`src/rtl/ucseq_pkg.sv`:
```
package ucseq_pkg;

    localparam int TGT_W = 8;

    typedef struct packed {
        logic [3:0]       rout;
        logic [3:0]       rin;
        logic [2:0]       tmp;
        logic [1:0]       mem;
        logic [3:0]       alu;
        logic             mux;
        logic             wt;
        logic             fin;
        logic [1:0]       flow;
        logic             unc;
        logic [1:0]       cond;
        logic [TGT_W-1:0] tgt;
    } uword_t;

    typedef enum logic [1:0] {
        ST_IDLE = 2'd0,
        ST_RUN  = 2'd1,
        ST_DONE = 2'd2
    } seq_state_e;

    localparam logic [3:0] DRV_R0  = 4'd1;
    localparam logic [3:0] DRV_R1  = 4'd2;
    localparam logic [3:0] DRV_R2  = 4'd3;
    localparam logic [3:0] DRV_PC  = 4'd9;
    localparam logic [3:0] DRV_MDR = 4'd10;
    localparam logic [3:0] DRV_TR1 = 4'd12;

    localparam logic [3:0] LD_R2 = 4'd3;
    localparam logic [3:0] LD_R7 = 4'd8;
    localparam logic [3:0] LD_PC = 4'd9;
    localparam logic [3:0] LD_IR = 4'd10;

    localparam logic [2:0] TMP_MAR = 3'd1;
    localparam logic [2:0] TMP_MDR = 3'd2;
    localparam logic [2:0] TMP_TR0 = 3'd3;
    localparam logic [2:0] TMP_ACC = 3'd4;

    localparam logic [1:0] MEM_RD = 2'd1;
    localparam logic [1:0] MEM_WR = 2'd2;

    localparam logic [3:0] ALU_ADD = 4'd1;
    localparam logic [3:0] ALU_SUB = 4'd2;
    localparam logic [3:0] ALU_MUL = 4'd3;
    localparam logic [3:0] ALU_DIV = 4'd4;
    localparam logic [3:0] ALU_SHL = 4'd5;
    localparam logic [3:0] ALU_SHR = 4'd6;

    localparam logic [1:0] FL_SEQ = 2'd0;
    localparam logic [1:0] FL_JMP = 2'd1;
    localparam logic [1:0] FL_BR  = 2'd2;

    localparam logic [1:0] CC_Z = 2'd0;
    localparam logic [1:0] CC_N = 2'd1;
    localparam logic [1:0] CC_C = 2'd2;
    localparam logic [1:0] CC_V = 2'd3;

endpackage

```
`src/rtl/ucseq_store.sv`:
```
module ucseq_store
    import ucseq_pkg::*;
#(
    parameter int DEPTH = 32,
    localparam int AW = $clog2(DEPTH)
) (
    input  logic [AW-1:0] addr,
    output uword_t        word
);

    function automatic uword_t prog_word(input int a);
        uword_t w;
        w = '0;
        case (a)
            // fetch routine
            0: begin w.rout = DRV_PC;  w.tmp = TMP_MAR; end
            1: w.mem = MEM_RD;
            2: w.wt = 1'b1;
            3: w.tmp = TMP_MDR;
            4: begin w.rout = DRV_MDR; w.rin = LD_IR; end
            // program-counter increment routine
            5: begin w.rout = DRV_PC;  w.tmp = TMP_TR0; end
            6: begin w.tmp = TMP_ACC;  w.mux = 1'b0; end
            7: begin w.alu = ALU_ADD;  w.mux = 1'b1; end
            8: begin w.rout = DRV_TR1; w.rin = LD_PC; end
            // flow-control test section
            9: begin w.flow = FL_BR; w.cond = CC_Z; w.tgt = 8'sd3; end
            10: begin
                w.rout = DRV_R1; w.rin = LD_R2;
                w.flow = FL_JMP; w.cond = CC_N; w.tgt = 8'd16;
            end
            11: begin w.alu = ALU_SUB; w.flow = FL_JMP; w.unc = 1'b1; w.tgt = 8'd13; end
            12: begin w.alu = ALU_MUL; w.flow = FL_BR; w.cond = CC_C; w.tgt = 8'hFE; end
            13: begin w.alu = ALU_SHL; w.flow = FL_BR; w.cond = CC_V; w.tgt = 8'd4; end
            14: begin w.rout = DRV_R2; w.tmp = TMP_MDR; w.mem = MEM_WR; end
            15: w.fin = 1'b1;
            16: begin
                w.alu = ALU_DIV; w.rin = LD_R7;
                w.flow = FL_JMP; w.unc = 1'b1; w.tgt = 8'd15;
            end
            17: begin w.alu = ALU_SHR; w.rout = DRV_R0; w.fin = 1'b1; end
            default: w = '0;
        endcase
        return w;
    endfunction

    uword_t rom [DEPTH];

    for (genvar i = 0; i < DEPTH; i++) begin : g_word
        assign rom[i] = prog_word(i);
    end

    assign word = rom[addr];

endmodule

```
`src/rtl/ucseq_decode.sv`:
```
module ucseq_decode
#(
    parameter int N_DRV = 12,
    parameter int N_LD  = 10,
    parameter int N_TMP = 4
) (
    input  logic             en,
    input  logic [3:0]       rout,
    input  logic [3:0]       rin,
    input  logic [2:0]       tmp,
    input  logic [1:0]       mem,
    input  logic [3:0]       alu,
    input  logic             mux,
    input  logic             wt,
    output logic [N_DRV-1:0] drv_en,
    output logic [N_LD-1:0]  ld_en,
    output logic [N_TMP-1:0] tmp_ld,
    output logic             mem_rd,
    output logic             mem_wr,
    output logic [3:0]       alu_op,
    output logic             mux_bus,
    output logic             mem_wait
);

    for (genvar k = 0; k < N_DRV; k++) begin : g_drv
        assign drv_en[k] = en && (rout == 4'(k + 1));
    end

    for (genvar k = 0; k < N_LD; k++) begin : g_ld
        assign ld_en[k] = en && (rin == 4'(k + 1));
    end

    for (genvar k = 0; k < N_TMP; k++) begin : g_tmp
        assign tmp_ld[k] = en && (tmp == 3'(k + 1));
    end

    assign mem_rd   = en && (mem == 2'd1);
    assign mem_wr   = en && (mem == 2'd2);
    assign alu_op   = en ? alu : 4'd0;
    assign mux_bus  = en && mux;
    assign mem_wait = en && wt;

endmodule

```
`src/rtl/ucseq_next.sv`:
```
module ucseq_next
    import ucseq_pkg::*;
#(
    parameter int AW = 5,
    localparam int SW = (AW > TGT_W) ? AW : TGT_W
) (
    input  logic [AW-1:0]    upc,
    input  logic             wt,
    input  logic             ready,
    input  logic [1:0]       flow,
    input  logic             unc,
    input  logic [1:0]       cond,
    input  logic [TGT_W-1:0] tgt,
    input  logic [3:0]       flags,
    output logic             hold,
    output logic [AW-1:0]    nxt
);

    logic          taken;
    logic [SW-1:0] upc_x;
    logic [SW-1:0] off_x;
    logic [SW-1:0] sum_x;

    assign taken = unc || flags[cond];
    assign hold  = wt && !ready;
    assign upc_x = SW'(upc);
    assign off_x = SW'($signed(tgt));
    assign sum_x = upc_x + off_x;

    always_comb begin
        nxt = upc + AW'(1);
        if (hold) begin
            nxt = upc;
        end else begin
            unique case (flow)
                FL_JMP:  if (taken) nxt = tgt[AW-1:0];
                FL_BR:   if (taken) nxt = sum_x[AW-1:0];
                default: nxt = upc + AW'(1);
            endcase
        end
    end

endmodule

```
`src/rtl/ucseq_ctrl.sv`:
```
module ucseq_ctrl
    import ucseq_pkg::*;
#(
    parameter int DEPTH = 32,
    parameter int N_DRV = 12,
    parameter int N_LD  = 10,
    parameter int N_TMP = 4,
    localparam int AW = $clog2(DEPTH)
) (
    input  logic             clk,
    input  logic             rst_n,
    input  logic             start,
    input  logic             mem_ready,
    input  logic             flag_z,
    input  logic             flag_n,
    input  logic             flag_c,
    input  logic             flag_v,
    output logic [AW-1:0]    upc,
    output logic             busy,
    output logic             done,
    output logic [N_DRV-1:0] drv_en,
    output logic [N_LD-1:0]  ld_en,
    output logic [N_TMP-1:0] tmp_ld,
    output logic             mem_rd,
    output logic             mem_wr,
    output logic [3:0]       alu_op,
    output logic             mux_bus,
    output logic             mem_wait
);

    seq_state_e    state;
    uword_t        w;
    logic          hold;
    logic [AW-1:0] nxt;

    ucseq_store #(.DEPTH(DEPTH)) u_store (
        .addr (upc),
        .word (w)
    );

    ucseq_next #(.AW(AW)) u_next (
        .upc   (upc),
        .wt    (w.wt),
        .ready (mem_ready),
        .flow  (w.flow),
        .unc   (w.unc),
        .cond  (w.cond),
        .tgt   (w.tgt),
        .flags ({flag_v, flag_c, flag_n, flag_z}),
        .hold  (hold),
        .nxt   (nxt)
    );

    ucseq_decode #(.N_DRV(N_DRV), .N_LD(N_LD), .N_TMP(N_TMP)) u_decode (
        .en       (busy),
        .rout     (w.rout),
        .rin      (w.rin),
        .tmp      (w.tmp),
        .mem      (w.mem),
        .alu      (w.alu),
        .mux      (w.mux),
        .wt       (w.wt),
        .drv_en   (drv_en),
        .ld_en    (ld_en),
        .tmp_ld   (tmp_ld),
        .mem_rd   (mem_rd),
        .mem_wr   (mem_wr),
        .alu_op   (alu_op),
        .mux_bus  (mux_bus),
        .mem_wait (mem_wait)
    );

    // state register and microprogram counter
    always_ff @(posedge clk or negedge rst_n) begin
        if (!rst_n) begin
            state <= ST_IDLE;
            upc   <= '0;
        end else begin
            unique case (state)
                ST_IDLE: begin
                    upc <= '0;
                    if (start) state <= ST_RUN;
                end
                ST_RUN: begin
                    if (w.fin && !hold) begin
                        state <= ST_DONE;
                        upc   <= '0;
                    end else begin
                        upc <= nxt;
                    end
                end
                ST_DONE: begin
                    state <= ST_IDLE;
                    upc   <= '0;
                end
                default: begin
                    state <= ST_IDLE;
                    upc   <= '0;
                end
            endcase
        end
    end

    // state-derived outputs
    always_comb begin
        busy = 1'b0;
        done = 1'b0;
        unique case (state)
            ST_RUN:  busy = 1'b1;
            ST_DONE: done = 1'b1;
            default: ;
        endcase
    end

    p_idle_quiet_r1: assert property (@(posedge clk) disable iff (!rst_n)
        (!busy) |-> (drv_en == '0 && ld_en == '0 && tmp_ld == '0 && !mem_rd && !mem_wr));

    p_start_entry_r1: assert property (@(posedge clk) disable iff (!rst_n)
        (!busy && !done && start) |=> (busy && upc == '0));

    p_one_driver_r2: assert property (@(posedge clk) disable iff (!rst_n)
        $onehot0(drv_en));

    p_one_load_r3: assert property (@(posedge clk) disable iff (!rst_n)
        $onehot0(ld_en));

    p_rd_wr_excl_r4: assert property (@(posedge clk) disable iff (!rst_n)
        !(mem_rd && mem_wr));

    p_wait_hold_r5: assert property (@(posedge clk) disable iff (!rst_n)
        (busy && mem_wait && !mem_ready) |=> (busy && $stable(upc)));

    p_done_pulse_r6: assert property (@(posedge clk) disable iff (!rst_n)
        done |=> (!done && !busy && upc == '0));

    p_jump_uncond_r7: assert property (@(posedge clk) disable iff (!rst_n)
        (busy && !mem_wait && !w.fin && w.flow == FL_JMP && w.unc)
            |=> (upc == $past(w.tgt[AW-1:0])));

    p_ignore_start_r11: assert property (@(posedge clk) disable iff (!rst_n)
        (done && start) |=> !busy);

endmodule

```
`config.mk`:
```
export PLATFORM = sky130hd
export DESIGN_NAME = ucseq_ctrl
export DESIGN_NICKNAME = d
export VERILOG_FILES = /design/src/rtl/ucseq_pkg.sv /design/src/rtl/ucseq_store.sv /design/src/rtl/ucseq_decode.sv /design/src/rtl/ucseq_next.sv /design/src/rtl/ucseq_ctrl.sv
export SDC_FILE = /design/constraint.sdc
export NUM_CORES = 1
export LEC_CHECK = 0
export BUFFER_PORTS_ARGS = -buffer_cell sky130_fd_sc_hd__buf_2
export CORE_MARGIN = 2
export CORE_UTILIZATION = 45
export CTS_CLUSTER_DIAMETER = 80
export DETAILED_ROUTE_END_ITERATION = 12
export PLACE_DENSITY_LB_ADDON = 0.2
export SYNTH_ARGS = -nofsm -noshare
export SYNTH_HDL_FRONTEND = slang
export SYNTH_SLANG_ARGS = --single-unit
```
`constraint.sdc`:
```
create_clock -name clk -period 4.29 [get_ports clk]
set_clock_uncertainty 0.1 [all_clocks]
set_input_delay 0.858 -clock clk [delete_from_list [all_inputs] [get_ports clk]]
set_output_delay 0.858 -clock clk [all_outputs]
set_load 0.01 [all_outputs]
```
==> impl_metrics.py <==
metrics = {
    "status": {
        "status": "finished, final reports clean",
    },
    "clocking": {
        "cts_post_setup_buffers_inserted": 0,
        "tritoncts.num_buffers": 3,
        "cts_sinks": 7,
        "clk_latency_ns": 0.26,
        "cts.clk_slew.worst_paths_ns": 0.06,
        "post_cts_resize_count": 0,
        "cts.path.max_buffers": 2,
        "tritoncts": "done",
        "htree_levels": 1,
        "cts_root_buffer": "clkbuf_4",
        "postCtsHoldBufs": 0,
    },
    "synth": {
        "ys.warnings.count": 0,
        "synthesis.area_per_instance_um2": 7.10,
        "seq_area_frac_synth": 0.112,
        "synth_top_flop_cell": "dfrtp_1",
        "post-synth-top-area-cell": "dfrtp_1",
        "fraction_of_registers_with_async_set_or_reset_after_synthesis": 1.00,
        "netlist.area_leader.share": 0.112,
        "count_of_flip_flops_with_a_built_in_enable_after_synthesis": 0,
        "yosys-top-cells-area": "dfrtp_1, ha_1, nor2_1",
        "synth.ff_latch_count": 7,
        "syn-cell-area_um2": 1560,
        "netlist_instances": 220,
        "synth.distinct_cells": 63,
    },
    "pwr": {
        "seqPwrFrac": 0.154,
        "power.internal_uw": 499,
        "vdd.ir_drop.worst_mv": 0.329,
        "pwr-share-clk": 0.052,
        "switching_share": 0.589,
        "power_switching_uw": 717,
        "power_leakage_uw": 0.000907,
        "combinational_power_share": 0.794,
        "p_per_area_nw_per_um2": 697,
    },
    "sta": {
        "worst_slew_pin_slew_ns": 0.776,
        "grt_setup_unrepaired": "false",
        "finalSetupViolations": 0,
        "timing_hold_violations_final": 0,
        "report.final.slew_viol_count": 0,
        "holdWs_ns": 0.321,
        "relSlewSlack": 0.483,
        "finalWorstPathRequiredPeriod_ns": 3.56,
        "min_period_over_period": 0.830,
        "timing.setup.tns_ns": 0,
        "fmaxAchievable_mhz": 281,
    },
    "worst_setup_path": {
        "crit_slowest_cell": "dfrtp_1",
        "cp_launch_type": "flip-flop",
        "path_delay_family": "flip-flops",
        "max_stage_delay_ns": 0.65,
        "worst-setup-path-type": "flip-flop to primary output",
        "critPathArrivalTime_ns": 2.60,
        "timing.critical_path.required_ns": 3.33,
        "cp_max_fo": 15,
        "timing.critical_path.cells": "ha_1, nand2_1, or3_1, o21a_1, a2111oi_2, buf_2",
        "setup.worst_path.end_class": "primary output",
        "worstPathBufferInverterCount": 1,
    },
    "global_routing": {
        "globalRouteOverflowTotal": 0,
        "grt_use_total": 0.223,
        "grt_antenna_before_repair": 0,
        "grt_pass1_wl_um": 7140,
        "grt_max_degree": 26,
        "vias_in_the_first_global_route": 1466,
    },
    "cells_and_area": {
        "nFillCells": 359,
        "post_synthesis_to_final_layout_area_growth_pct": 11.8,
        "drive_above_1_share": 0.212,
        "finalCoreUtilization": 0.523,
        "n_antenna_cell": 0,
        "final_nets": 272,
    },
    "place": {
        "port-buffer-count": 39,
        "gp_congestion": 0.935,
        "hpwlAfterDp_um": 3350,
    },
    "die": {
        "initial_core_util": 0.468,
        "floorplan.die.height_um": 62.9,
        "dieArea_um2": 3960,
        "core_area_um2": 3340,
        "rows": 21,
        "ios": 49,
        "die_w_um": 62.9,
    },
    "detailed_routing": {
        "dr.first_iter.drc_count": 161,
        "first_pass_iters": 4,
        "post_route_drc": 0,
        "drt.antenna.violating_nets": 0,
        "postRouteWirelength_um": 4450,
        "routed_wire_length_per_instance_um": 15.0,
        "post_detailed_route_via_to_cell_ratio": 5.77,
        "detailroute.via_count": 1709,
    },
    "flow_run": {
        "drv_cap": 0,
    },
    "worst_hold_path": {
        "hold_class": "input port to async pin",
    },
}
==> state kept, by name, summed over array words and instances (netlist names) <==
register,cells
upc,5
state,2
==> cell type report <==
| class | instances | area [µm²] | share of cell area |
|---|---|---|---|
| Timing Repair Buffer | 41 | 210 | 0.120 |
| Clock buffer | 4 | 26.3 | 0.0151 |
| Tap cell | 46 | 57.6 | 0.0330 |
| Multi-Input combinational cell | 186 | 1230 | 0.705 |
| Inverter | 12 | 45.0 | 0.0258 |
| Sequential cell | 7 | 175 | 0.100 |
==> layer usage <==
layer | global-route usage | wire [µm]
met5 | 0 | 0
met4 | 0.0639 | 22
met3 | 0.0432 | 332
met2 | 0.336 | 2100
met1 | 0.318 | 1990
==> stage by stage <==
step,cell area [µm²],total power (µW),cells,setup slack [ns]
after floorplan,1590,891,228,1.11
after global placement,1720,1140,292,1.04
after detailed placement,1720,1140,292,0.946
after CTS,1750,1210,296,0.727
after global routing,1750,1330,296,0.582
final,1750,1220,296,0.730
==> Yosys cell counts (all sizes together), types with 2 or more instances <==
cell type,number
nor2,30
buf,18
nand2,18
a21oi,12
ha,12
inv,11
nand3,10
o21ai,8
dfrtp,7
nor3,7
nand3b,6
a21o,5
clkbuf,5
mux2i,4
nand2b,4
a22oi,3
and3,3
and4b,3
nor2b,3
o31ai,3
or3,3
a2111o,2
a211oi,2
and2,2
and4,2
nand4,2
nor4,2
o211ai,2
o21a,2
o221ai,2
or2,2
xnor2,2
xor2,2
==> placed cells by master, fill, tap and decap left out, types with 3 or more instances in the layout <==
master	n
nand3b_1	6
dfrtp_1	7
nor2_1	30
ha_1	12
clkbuf_4	3
buf_2	39
a22oi_1	3
o31ai_1	3
a21oi_1	12
nor3_1	6
nand3_1	10
a21o_1	5
mux2i_1	4
o21ai_0	6
nand2_1	18
and4b_1	3
nor2b_1	3
conb_1	9
and3_1	3
inv_1	10
nand2b_1	4
==> kinds of logic after synthesis <==
| group | after synthesis | synth area share |
|---|---|---|
| XOR/XNOR | 4 | 0.0224 |
| adder cells (fa/ha/maj) | 13 | 0.109 |
| other | 1 | 0.00240 |
| multiplexers | 4 | 0.0256 |
| AND/OR/NAND/NOR | 103 | 0.362 |
| buffers and inverters | 35 | 0.119 |
| AO/OA/AOI/OAI | 53 | 0.248 |
| flip-flops | 7 | 0.112 |
==> power by group through the flow <==
stage | registers [µW] | clock network, µW | logic, µW
after CTS | 185 | 63.9 | 956
after global placement | 185 | 0 | 957
after global routing | 195 | 70.9 | 1070
final | 188 | 63.0 | 965
after detailed placement | 187 | 0 | 953
after floorplan | 133 | 0 | 758
==> path summary, 6_finish.rpt <==
kind	endpoint	cells after the start	startpoint	slack [ns]
max in group asynchronous	state[1]	1	rst_n	3.60
worst min-delay path	upc[3]	1	rst_n	0.32
min in group clk	state[0]	1	state[1]	0.34
worst min register to register	state[0]	1	state[1]	0.34
worst max-delay path	drv_en[0]	6	upc[1]	0.73
worst max register to register	upc[4]	10	upc[1]	0.94
(Power assumes the default switching activity.)
